<file path="config.mk">
export PLATFORM = sky130hd
export DESIGN_NAME = pixel_chan_loader
export DESIGN_NICKNAME = d
export VERILOG_FILES = /design/src/rtl/pcl_pkg.sv /design/src/rtl/pcl_edge_detect.sv /design/src/rtl/pcl_seq_fsm.sv /design/src/rtl/pcl_hold_bank.sv /design/src/rtl/pcl_out_bank.sv /design/src/rtl/pixel_chan_loader.sv
export SDC_FILE = /design/constraint.sdc
export NUM_CORES = 1
export LEC_CHECK = 0
export ABC_AREA = 1
export BUFFER_PORTS_ARGS = -buffer_cell sky130_fd_sc_hd__buf_2
export CAP_MARGIN = 5
export CORE_ASPECT_RATIO = 1.75
export CORE_MARGIN = 2
export CORE_UTILIZATION = 37
export CTS_CLUSTER_SIZE = 24
export DETAILED_ROUTE_END_ITERATION = 7
export GPL_TIMING_DRIVEN = 1
export HOLD_SLACK_MARGIN = 0.03
export PLACE_DENSITY_LB_ADDON = 0.2
export SLEW_MARGIN = 10
export SYNTH_ARGS = -nofsm -noshare
export SYNTH_HDL_FRONTEND = slang
export SYNTH_SLANG_ARGS = --single-unit
export TNS_END_PERCENT = 1
</file>
<file path="constraint.sdc">
create_clock -name clk -period 1.8 [get_ports clk]
set_input_delay 0.36 -clock clk [delete_from_list [all_inputs] [get_ports clk]]
set_output_delay 0.36 -clock clk [all_outputs]
set_load 0.1 [all_outputs]
</file>
<file path="src/rtl/pcl_pkg.sv">
package pcl_pkg;

    typedef enum logic [1:0] {
        ST_IDLE  = 2'd0,
        ST_ARMED = 2'd1,
        ST_LOAD  = 2'd2,
        ST_FULL  = 2'd3
    } ld_state_t;

    localparam int DEF_NUM_CH = 6;
    localparam int DEF_WORD_W = 10;

endpackage

</file>
<file path="src/rtl/pcl_edge_detect.sv">
module pcl_edge_detect (
    input  logic clk,
    input  logic rst_n,
    input  logic pix_clk,
    input  logic rise_sel,
    output logic pclk_q,
    output logic rise_edge,
    output logic act_edge
);
    logic fall_edge;

    always_ff @(posedge clk or negedge rst_n) begin
        if (!rst_n) pclk_q <= 1'b0;
        else        pclk_q <= pix_clk;
    end

    always_comb begin
        rise_edge = pix_clk & ~pclk_q;
        fall_edge = ~pix_clk & pclk_q;
        act_edge  = rise_sel ? rise_edge : fall_edge;
    end
endmodule

</file>
<file path="src/rtl/pcl_seq_fsm.sv">
module pcl_seq_fsm
    import pcl_pkg::*;
#(
    parameter int NUM_CH = DEF_NUM_CH
) (
    input  logic              clk,
    input  logic              rst_n,
    input  logic              act_edge,
    input  logic              standby,
    input  logic              start_seq,
    input  logic              load_fwd,
    output ld_state_t         state,
    output logic [NUM_CH-1:0] wr_sel
);
    localparam int PTR_W = (NUM_CH > 1) ? $clog2(NUM_CH) : 1;
    localparam logic [PTR_W-1:0] LAST = PTR_W'(NUM_CH - 1);

    ld_state_t        state_nxt;
    logic [PTR_W-1:0] cnt, cnt_nxt;
    logic             dir_q, dir_nxt;
    logic             wr_go;
    logic [PTR_W-1:0] wr_idx;

    // state register
    always_ff @(posedge clk or negedge rst_n) begin
        if (!rst_n) begin
            state <= ST_IDLE;
            cnt   <= '0;
            dir_q <= 1'b1;
        end else begin
            state <= state_nxt;
            cnt   <= cnt_nxt;
            dir_q <= dir_nxt;
        end
    end

    // next state
    always_comb begin
        state_nxt = state;
        cnt_nxt   = cnt;
        dir_nxt   = dir_q;
        if (act_edge && !standby) begin
            if (start_seq) begin
                state_nxt = ST_ARMED;
                cnt_nxt   = '0;
                dir_nxt   = load_fwd;
            end else begin
                unique case (state)
                    ST_IDLE: ;
                    ST_ARMED: begin
                        if (cnt == LAST) begin
                            state_nxt = ST_FULL;
                            cnt_nxt   = '0;
                        end else begin
                            state_nxt = ST_LOAD;
                            cnt_nxt   = cnt + PTR_W'(1);
                        end
                    end
                    ST_LOAD: begin
                        if (cnt == LAST) begin
                            state_nxt = ST_FULL;
                            cnt_nxt   = '0;
                        end else begin
                            cnt_nxt   = cnt + PTR_W'(1);
                        end
                    end
                    ST_FULL: ;
                endcase
            end
        end
    end

    // outputs
    always_comb begin
        wr_go  = act_edge && !standby && !start_seq &&
                 (state == ST_ARMED || state == ST_LOAD);
        wr_idx = dir_q ? cnt : (LAST - cnt);
        for (int c = 0; c < NUM_CH; c++) begin
            wr_sel[c] = wr_go && (wr_idx == PTR_W'(c));
        end
    end
endmodule

</file>
<file path="src/rtl/pcl_hold_bank.sv">
module pcl_hold_bank #(
    parameter int NUM_CH = 6,
    parameter int WORD_W = 10
) (
    input  logic                     clk,
    input  logic                     rst_n,
    input  logic [NUM_CH-1:0]        wr_sel,
    input  logic [WORD_W-1:0]        pix_word,
    input  logic                     inv_pol,
    output logic [NUM_CH*WORD_W-1:0] hold_q,
    output logic [NUM_CH*WORD_W-1:0] hold_nxt
);
    logic [WORD_W-1:0] coded;

    always_comb coded = inv_pol ? ~pix_word : pix_word;

    for (genvar g = 0; g < NUM_CH; g++) begin : g_ch
        always_comb begin
            hold_nxt[g*WORD_W +: WORD_W] = wr_sel[g] ? coded
                                                     : hold_q[g*WORD_W +: WORD_W];
        end

        always_ff @(posedge clk or negedge rst_n) begin
            if (!rst_n) hold_q[g*WORD_W +: WORD_W] <= '0;
            else        hold_q[g*WORD_W +: WORD_W] <= hold_nxt[g*WORD_W +: WORD_W];
        end
    end
endmodule

</file>
<file path="src/rtl/pcl_out_bank.sv">
module pcl_out_bank #(
    parameter int NUM_CH = 6,
    parameter int WORD_W = 10
) (
    input  logic                     clk,
    input  logic                     rst_n,
    input  logic                     rise_edge,
    input  logic                     standby,
    input  logic                     xfer,
    input  logic [NUM_CH*WORD_W-1:0] hold_nxt,
    output logic                     xfer_pend,
    output logic [NUM_CH*WORD_W-1:0] dac_code
);
    logic upd;

    always_comb upd = rise_edge && !standby;

    always_ff @(posedge clk or negedge rst_n) begin
        if (!rst_n)   xfer_pend <= 1'b0;
        else if (upd) xfer_pend <= xfer;
    end

    for (genvar g = 0; g < NUM_CH; g++) begin : g_out
        always_ff @(posedge clk or negedge rst_n) begin
            if (!rst_n)
                dac_code[g*WORD_W +: WORD_W] <= '0;
            else if (upd && xfer_pend)
                dac_code[g*WORD_W +: WORD_W] <= hold_nxt[g*WORD_W +: WORD_W];
        end
    end
endmodule

</file>
<file path="src/rtl/pixel_chan_loader.sv">
module pixel_chan_loader
    import pcl_pkg::*;
#(
    parameter int NUM_CH = DEF_NUM_CH,
    parameter int WORD_W = DEF_WORD_W
) (
    input  logic                     clk,
    input  logic                     rst_n,
    input  logic                     pix_clk,
    input  logic                     rise_sel,
    input  logic                     load_fwd,
    input  logic                     start_seq,
    input  logic                     xfer,
    input  logic                     standby,
    input  logic                     inv_pol,
    input  logic [WORD_W-1:0]        pix_word,
    output logic [NUM_CH*WORD_W-1:0] dac_code
);
    logic                     pclk_q;
    logic                     rise_edge;
    logic                     act_edge;
    ld_state_t                state;
    logic [NUM_CH-1:0]        wr_sel;
    logic [NUM_CH*WORD_W-1:0] hold_q;
    logic [NUM_CH*WORD_W-1:0] hold_nxt;
    logic                     xfer_pend;

    pcl_edge_detect u_edge (
        .clk       (clk),
        .rst_n     (rst_n),
        .pix_clk   (pix_clk),
        .rise_sel  (rise_sel),
        .pclk_q    (pclk_q),
        .rise_edge (rise_edge),
        .act_edge  (act_edge)
    );

    pcl_seq_fsm #(.NUM_CH(NUM_CH)) u_fsm (
        .clk       (clk),
        .rst_n     (rst_n),
        .act_edge  (act_edge),
        .standby   (standby),
        .start_seq (start_seq),
        .load_fwd  (load_fwd),
        .state     (state),
        .wr_sel    (wr_sel)
    );

    pcl_hold_bank #(.NUM_CH(NUM_CH), .WORD_W(WORD_W)) u_hold (
        .clk      (clk),
        .rst_n    (rst_n),
        .wr_sel   (wr_sel),
        .pix_word (pix_word),
        .inv_pol  (inv_pol),
        .hold_q   (hold_q),
        .hold_nxt (hold_nxt)
    );

    pcl_out_bank #(.NUM_CH(NUM_CH), .WORD_W(WORD_W)) u_out (
        .clk       (clk),
        .rst_n     (rst_n),
        .rise_edge (rise_edge),
        .standby   (standby),
        .xfer      (xfer),
        .hold_nxt  (hold_nxt),
        .xfer_pend (xfer_pend),
        .dac_code  (dac_code)
    );
endmodule

</file>
# Yosys cells after proc, flatten, opt, wreduce, memory -nomap -nowiden
# Index checks and enable logic that the tools add are counted.
[word_totals]
reg_bits = 128
inputBits = 19
output_inout_bits = 60
wordCells = 70
[op_classes]
addsub = 2
eq_ne = 9
mux = 16
bitwise = 5
n_reduce_logical = 21
[op_table]
columns = ["operator", "n"]
rows = [
  ["10-bit two-way mux", 7],
  ["3-bit two-way mux", 4],
  ["1-bit logical AND", 11],
  ["10-bit NOT", 1],
  ["3-bit equality test (second input constant)", 3],
  ["3-bit by 2-bit equality test with 1-bit output (second input constant)", 2],
  ["2-bit two-way mux", 2],
  ["2-bit case mux with 2 select lines", 1],
  ["2-bit AND reduction", 2],
  ["3-bit by 1-bit adder with 3-bit output (second input constant)", 1],
  ["3-bit by 1-bit equality test with 1-bit output (second input constant)", 1],
  ["3-bit logical NOT", 1],
  ["3-bit by 2-bit inequality test with 1-bit output (second input constant)", 1],
  ["3-bit AND reduction", 1],
  ["3-bit nonzero test", 1],
  ["3-bit subtractor (first input constant)", 1],
  ["1-bit bitwise AND", 2],
  ["2-bit by 1-bit equality test with 1-bit output (second input constant)", 1],
  ["2-bit equality test (second input constant)", 1],
  ["1-bit logical NOT", 2],
  ["1-bit two-way mux", 2],
  ["1-bit NOT", 2],
  ["2-bit nonzero test", 1],
  ["2-bit OR reduction", 1],
  ["1-bit logical OR", 1],
]

# Longest topological paths before layout
# Gate-level depths: netlist (run 1).
[logic_depth]
ltp_word = 8
mapped_depth = 10
depth_no_buf = 10

# Hierarchy
# From an unflattened synthesis (run 1), not the netlist that was laid out.
[unflattened]
cells_unflattened = 636
area_unflattened_um2 = 5482.8
[by_module_without_submodules]
columns = ["mod", "instances", "cells_per_inst", "area_per_inst_um2", "seq_area_each_um2"]
rows = [
  ["pcl_out_bank", 1, 273, 2512.4, 1526.5],
  ["pcl_hold_bank", 1, 284, 2428.6, 1501.4],
  ["pcl_seq_fsm", 1, 71, 489.2, 151.4],
  ["pcl_edge_detect", 1, 8, 52.6, 25.0],
]

# Worst setup path after synthesis (run 1)
# Ideal clock, no wire load.
[synth_timing]
path_type = "reg-to-reg"
startpoint = "reg u_fsm.cnt[1]"
endpoint = "reg u_hold.hold_q[50]"
setup_time_ns = 0.119
arrival_time_ns = 1.534
t_required_ns = 1.681
path_slack_ns = 0.147
stages_incl_launch_ff = 9
path_buffers = 0
synth_period_minus_slack_ns = 1.653
cell_sequence = "dfrtp_1 -> inv_1 -> ha_1 -> inv_1 -> o21ai_0 -> nand3_1 -> nor2_4 -> nand2_1 -> and2_1"
[synth_between]
elab_chain_len = 5
[synth_rtl]
columns = ["element", "line", "text"]
rows = [
  ["from (decl)", "pcl_seq_fsm.sv:19", "logic [PTR_W-1:0] cnt, cnt_nxt;"],
  ["from (signal assigned)", "pcl_seq_fsm.sv:32", "cnt <= cnt_nxt;"],
  ["3-bit subtractor", "pcl_seq_fsm.sv:77", "wr_idx = dir_q ? cnt : (LAST - cnt);"],
  ["3-bit two-way mux *", "pcl_seq_fsm.sv:77", ""],
  ["3-bit equality test *", "pcl_seq_fsm.sv:79", "wr_sel[c] = wr_go && (wr_idx == PTR_W'(c));"],
  ["1-bit logical AND *", "pcl_seq_fsm.sv:79", ""],
  ["10-bit two-way mux *", "pcl_hold_bank.sv:19", "hold_nxt[g*WORD_W +: WORD_W] = wr_sel[g] ? coded"],
  ["net hold_nxt[50]", "pixel_chan_loader.sv:25", "logic [NUM_CH*WORD_W-1:0] hold_nxt;"],
  ["to (signal, indexed assignment)", "pcl_hold_bank.sv:25", "else hold_q[g*WORD_W +: WORD_W] <= hold_nxt[g*WORD_W +: WORD_W];"],
  ["to (decl)", "pcl_hold_bank.sv:10", "output logic [NUM_CH*WORD_W-1:0] hold_q,"],
]
# The timed path passes the listed nets; every way through them passes the cells marked *.
# A chain may end at the register's enable or synchronous reset.

# Final worst setup path (run 1)
[layout_timing]
startpoint = "reg u_fsm.cnt[1]"
endpoint = "reg u_out.dac_code[14]"
[layout_between]
elab_chain_len = 5
[layout_rtl]
columns = ["element", "line", "text"]
rows = [
  ["3-bit subtractor", "pcl_seq_fsm.sv:77", ""],
  ["3-bit two-way mux *", "pcl_seq_fsm.sv:77", ""],
  ["3-bit by 1-bit equality test with 1-bit output *", "pcl_seq_fsm.sv:79", ""],
  ["1-bit logical AND *", "pcl_seq_fsm.sv:79", ""],
  ["10-bit two-way mux *", "pcl_hold_bank.sv:19", ""],
  ["to (signal, indexed assignment)", "pcl_out_bank.sv:28", "dac_code[g*WORD_W +: WORD_W] <= hold_nxt[g*WORD_W +: WORD_W];"],
  ["to (decl)", "pcl_out_bank.sv:12", "output logic [NUM_CH*WORD_W-1:0] dac_code"],
]
# Mark *: on every way between the ends. The rest lies on a longest branch, timed or not.

==> results of run 1 <==
cells in the mapped netlist, types with 3 or more instances:
cell      count
dfrtp_1     127
nor2_4        6
a21oi_1       3
clkbuf_1     11
buf_2        12
ha_1          4
inv_1        24
xor2_1       11
nand2_1     195
o21bai_1     60
and2_1       60
nand3_1      73
o21ai_0       7
layout make-up:
class                           count  area, sq um
Sequential cell                   128         3200
Tap cell                          183          229
Clock buffer                       21          470
Multi-Input combinational cell    430         2650
Clock inverter                     11          128
Fill cell                        1399         7380
Inverter                           25         96.3
Timing Repair Buffer              108          753
worst max-delay path by stage:
stage	startpoint	endpoint	slack, ps	cells past startpoint
after floorplan	u_fsm.cnt[1]$_DFFE_PN0P_	u_hold.hold_q[50]$_DFF_PN0_	150	8
after global placement	u_fsm.state[0]$_DFFE_PN0P_	u_out.dac_code[25]$_DFFE_PN0P_	10	9
after detailed placement	u_fsm.state[0]$_DFFE_PN0P_	u_hold.hold_q[44]$_DFF_PN0_	-70	8
after CTS	u_fsm.state[0]$_DFFE_PN0P_	u_hold.hold_q[16]$_DFF_PN0_	-30	8
after global routing	u_fsm.cnt[0]$_DFFE_PN0P_	u_out.dac_code[13]$_DFFE_PN0P_	-20	6
final	u_fsm.cnt[1]$_DFFE_PN0P_	u_out.dac_code[14]$_DFFE_PN0P_	90	10
report_power, final:
part           internal [uW]  switching (uW)
sequential              3870             445
combinational           1870            5080
clock                   2160            1300
total                   7910            6830
sequential cells by signal, indices dropped and copies added (netlist names):
signal,cells
u_hold.hold_q,60
u_out.xfer_pend,1
u_fsm.state,2
u_edge.pclk_q,1
u_fsm.dir_q,1
u_fsm.cnt,3
u_out.dac_code,60
cell families after synthesis:
kind of cell | Yosys count | share of synthesized area
muxes | 1 | 0.00200
adders and majority gates | 4 | 0.00888
buffers and inverters | 51 | 0.0373
AOI/OAI and AO/OA | 70 | 0.0888
xor gates and xnor gates | 12 | 0.0187
and+or+nand+nor | 337 | 0.276
DFF | 128 | 0.569
timing repair:
item / CTS / global route
hold buffers: 1 / 0
endpoints found under the hold margin: 19 / 0
cloned: 4 / 4
pin swaps: 7 / 12
setup buffers: 0 / 2
gates resized for setup: 11 / 58
endpoints found under the setup margin: 78 / 120
worst max-delay path: stages, from the launching register on:
cell	delay (ps)
dfrtp_1	400
inv_2	90
ha_4	200
inv_4	70
nand2_4	50
nand2_4	130
nand3_4	160
clkbuf_16	230
o21bai_1	170
nand3_1	90
nand2_1	60
per-layer routing:
metal  global-route usage  vias up  wire length [um]
li1                     -     2154                 -
met5                    0        -                 0
met3               0.0380       26               517
met4               0.0725        0               401
met2                0.310      115              7590
met1                0.253     2204              6690
per-stage QoR:
stage,area (sq um),utilization
after floorplan,5630,-
after global placement,6380,0.428
after detailed placement,6380,0.428
after CTS,7070,0.474
after global routing,7530,0.505
final,7530,0.505
==> key figures, run 1 <==
Logic synthesis
  – Unique cell type count in the Yosys netlist: 21
  – Sequential area share after synthesis: 0.569
  – Yosys reg bits: 128
  – Syn Inst Count: between 600 and 700
  – Synth top area share: 0.564
  – Synth area leaders: dfrtp_1 (56%), nand2_1 (13%), o21bai_1 (8.0%), and2_1 (6.7%), nand3_1 (6.5%)
  – Number of synthesized flops with an enable pin: 0
  – Post-Syn Nets: 626
  – Yosys Warn Count: 0
  – Syn avg cell area: 9.34 sq um
  – Post-synth ARST share: 1.00
  – Mapped cell area: roughly 5600 sq um
  – Largest area contributor in the netlist: dfrtp_1
  – Main synth FF type: dfrtp_1

Power
  – Leakage: 0.00378 uW
  – PD cells: 1960 nW/um^2
  – Tot Pwr: 14700 uW
  – Peak VDD IR: 0.000981 V

Layout
  – Layout Cells excl Fill: 906
  – Layout Nets: 733
  – Most common cell after layout, fill and taps aside: nand2_1
  – ANT cells: 0
  – Share of cells above drive strength 1: 0.266
  – Area grow syn2layout: 33.6%
  – Most frequent cells in the layout: nand2_1 (191), dfrtp_1 (127), buf_2 (77)

Setup path
  – R2r startpoint: u_fsm.cnt[1]$_DFFE_PN0P_
  – Worst r2r path cells: 10
  – Worst-path fanout max: 5
  – Worst EP arrival: just over 2000 ps
  – Critical Path Sink Type: flip-flop
  – Worst EP required: 2160 ps
  – Setup CP Type: reg -> reg
  – Reg2Reg Setup Slack: 90 ps
  – RR Endpoint: u_out.dac_code[14]$_DFFE_PN0P_
  – Startpoint Class: flip-flop

Clock network
  – H-Tree Depth: 4
  – Bufs on Longest Clock Path: 2
  – CTS tree: done
  – Worst skew pair latency: 410 ps
  – CTS clk-pin slew, worst paths: 60 ps
  – CTS Buf Count: 17
  – # clock sinks: 128
  – Root buf cell: clkbuf_16

Global routing
  – Vias in the first global route: about 4600
  – Gr ovfl total: 0
  – Initial antenna violation count: 0
  – Largest net degree at the start of global routing: 45
  – First-pass GRT wire length: around 25000 um
  – Gr usage total: 0.191

Flow run
  – Max Cap Viol: 0

STA
  – Period Utilization, post-route: 0.951
  – Final critical-path required period: between 1500 and 2000 ps
  – Final Hold Fails: 0
  – Slew @ Worst Pin: between 400 and 500 ps
  – Sum Neg Setup Slack: 0 ps
  – Fin Clk Skew: 7.58 ps
  – Hold WS: 86.9 ps
  – F_max: 584 MHz
  – Final number of max-transition violations: 0
  – Relative slew slack: 0.674
  – Setup ws final: 87.8 ps
  – Final setup fails: 0

Drt
  – # DRC: 0
  – Vias/cell: 4.97
  – Wirelength, routed: between 15000 and 20000 um
  – Routed len/inst: ~17 um
  – Routed Antenna Nets: 0
  – 1st-pass router iterations: 5
  – DRT iter0 DRCs: 215
  – Vias post-DR: 4499

Worst hold path
  – Worst Hold Class: in -> reg
  – Min-Delay Path Depth: 1
  – Hold Path End: u_edge.pclk_q$_DFF_PN0_
  – Worst hold start: pix_clk

Outcome
  – Status: completed

Placed design
  – Post-Place Worst Slack: -74.4 ps
  – PortBufs: 78
  – Dpl cells: 863
  – Hpwl dp: about 9500 um
  – GPL Wtd Cong: ~0.84

Die
  – Starting Density: 0.378
  – Die X-Extent: 97.3 um
  – Die area: 16300 sq um
  – I/O pins: 79
  – Die Height: 167 um
  – Row Count: 59
  – Core area: 14900 sq um
Note: power is estimated with default switching activity, not from simulation.
==> run 2: changes to the inputs <==
BUFFER_PORTS_ARGS = -buffer_cell sky130_fd_sc_hd__clkbuf_2   (was -buffer_cell sky130_fd_sc_hd__buf_2)
==> run 2 against run 1 <==
Against the previous run: wire length down 1.4%; cell area down 1.1%; hold slack worse by 2.7 ps; non-clock buffer count down 1; flip-flop and latch count unchanged; critical path depth down 2.
==> key figures, run 2 (synthesis results as in run 1) <==
Placed design
  – Hpwl dp: roughly 9600 um
  – GPL Wtd Cong: 0.815
  – Post-Place Worst Slack: -12.2 ps
  – Post-DP Area: between 6000 and 7000 sq um
  – PortBufs: approximately 80

Power
  – Net switching power: approximately 6800 uW
  – Seq pwr share: 0.294
  – Combinational share of power: 0.460
  – Clock power share: 0.246
  – Leakage: 0.00371 uW
  – Sw Share: 0.463
  – PD cells: 1970 nW/um^2
  – P_int: roughly 7900 uW
  – Peak VDD IR: 0.00111 V

Layout
  – Fin util: 0.499
  – Most frequent cells in the layout: nand2_1 (190), dfrtp_1 (127), clkbuf_2 (77)
  – Share of cells above drive strength 1: 0.263
  – Most common cell after layout, fill and taps aside: nand2_1
  – Post-route design area: 7440 sq um
  – Layout Nets: about 730
  – ANT cells: 0
  – Top flop regs: u_hold.hold_q: 60 flops, u_out.dac_code: 60 flops, u_fsm.cnt: 3 flops
  – Area grow syn2layout: 32.1%

Global routing
  – Gr ovfl total: 0
  – First-pass GRT wire length: 23100 um
  – Vias in the first global route: roughly 4400
  – Largest net degree at the start of global routing: 61
  – Initial antenna violation count: 0
  – Gr usage total: 0.181

Drt
  – Met3 wire length: 691 um
  – 1st-pass router iterations: 4
  – Max layer used: met4
  – Vias post-DR: 4508
  – DRT iter0 DRCs: around 210
  – Routed Antenna Nets: 0
  – Wire length on met2: 7710 um
  – WL met1: 6390 um
  – Wirelength, routed: 15000 um
  – Vias/cell: 4.98
  – # DRC: 0
  – Routed len/inst: roughly 17 um

Setup path
  – Worst EP arrival: approximately 2100 ps
  – Critical Path Sink Type: flip-flop
  – Worst EP required: 2100 ps
  – Worst r2r path cells: 8
  – Setup CP Type: reg -> reg
  – Startpoint Class: flip-flop
  – Worst-path fanout max: 5

STA
  – Final number of max-transition violations: 0
  – Final setup fails: 0
  – Final Hold Fails: 0
  – Slew @ Worst Pin: 599 ps
  – Period Utilization, post-route: 0.999
  – Unrepaired setup endpoints after global routing: yes
  – Hold WS: 84.1 ps
  – Fin Clk Skew: 7.19 ps
  – Relative slew slack: 0.601
  – Sum Neg Setup Slack: 0 ps
  – Final critical-path required period: around 1800 ps
  – F_max: 556 MHz
  – Setup ws final: 1.77 ps

Outcome
  – Status: completed

Flow run
  – Max Cap Viol: 0

Die
  – Die area: 16300 sq um
  – Row Count: 59
  – I/O pins: 79
  – Die X-Extent: ~97 um
  – Starting Density: 0.378
  – Core area: 14900 sq um
  – Die Height: 167 um

Clock network
  – Root buf cell: clkbuf_16
  – H-Tree Depth: 4
  – CTS Buf Count: 17
  – Bufs on Longest Clock Path: 2
  – CTS tree: done
  – # clock sinks: roughly 130
  – CTS clk-pin slew, worst paths: approximately 60 ps
  – Worst skew pair latency: 420 ps

Worst hold path
  – Worst Hold Class: in -> reg
  – Min-Delay Path Depth: 1
-- run 2: cell types whose count changed in the layout (fill, tap and decap cells not counted), sizes merged --
| cell | before | now |
|---|---|---|
| clkinvlp | 3 | 6 |
| bufinv | 2 | 3 |
| buf | 105 | 28 |
| inv | 28 | 25 |
| clkbuf | 23 | 98 |
-- run 2: through the flow --
step | cells | power (uW)
2_1_floorplan | 603 | 9090
3_3_place_gp | 861 | 10200
3_5_place_dp | 861 | 10300
4_1_cts | 894 | 14000
5_1_grt | 905 | 15300
6_report | 905 | 14700
-- run 2: critical path, stage by stage, from the launching register on --
cell,delay (ps)
dfrtp_1,370
inv_2,60
ha_4,260
inv_2,40
o21ai_2,220
nand3_2,180
nor2_2,270
nand2_1,100
and2_1,180
-- run 2: final cells by class --
cell class	instances	area [sq um]
clock buffer	20	467
clock inverter	12	158
fill	1406	7470
inverter	25	93.8
multi-input combinational	430	2580
sequential	128	3200
tap	183	229
timing repair buffer	107	717
-- run 2: repair_timing --
action,CTS,global route
gates resized for setup,2,64
endpoints found under the setup margin,5,120
hold endpoints to repair,28,0
buffers inserted,0,3
hold buffers,1,0
gates cloned,0,8
pin swaps,1,18
-- run 2: worst paths after layout --
| kind | startpoint | to | slack, ps |
|---|---|---|---|
| max | u_fsm.cnt[1]$_DFFE_PN0P_ | u_hold.hold_q[52]$_DFF_PN0_ | 2 |
| min | pix_clk | u_edge.pclk_q$_DFF_PN0_ | 80 |
| max reg2reg | u_fsm.cnt[1]$_DFFE_PN0P_ | u_hold.hold_q[52]$_DFF_PN0_ | 2 |
| min reg2reg | u_out.dac_code[18]$_DFFE_PN0P_ | u_out.dac_code[18]$_DFFE_PN0P_ | 470 |
| max in group asynchronous | rst_n | u_hold.hold_q[50]$_DFF_PN0_ | 680 |
| min in group asynchronous | rst_n | u_out.dac_code[17]$_DFFE_PN0P_ | 430 |
-- run 2: routing by layer --
layer	vias to the layer above	global-route usage
li1	2154	-
met1	2229	0.238
met2	112	0.300
met3	13	0.0376
met4	0	0.0586
met5	-	0
-- run 2: power groups by stage --
stage	clock network (uW)	registers, uW	logic, uW
after floorplan	0	7360	1730
after global placement	0	4300	5890
after detailed placement	0	4330	5970
after CTS	3660	4300	5990
after global routing	3790	4440	7110
final	3610	4320	6750
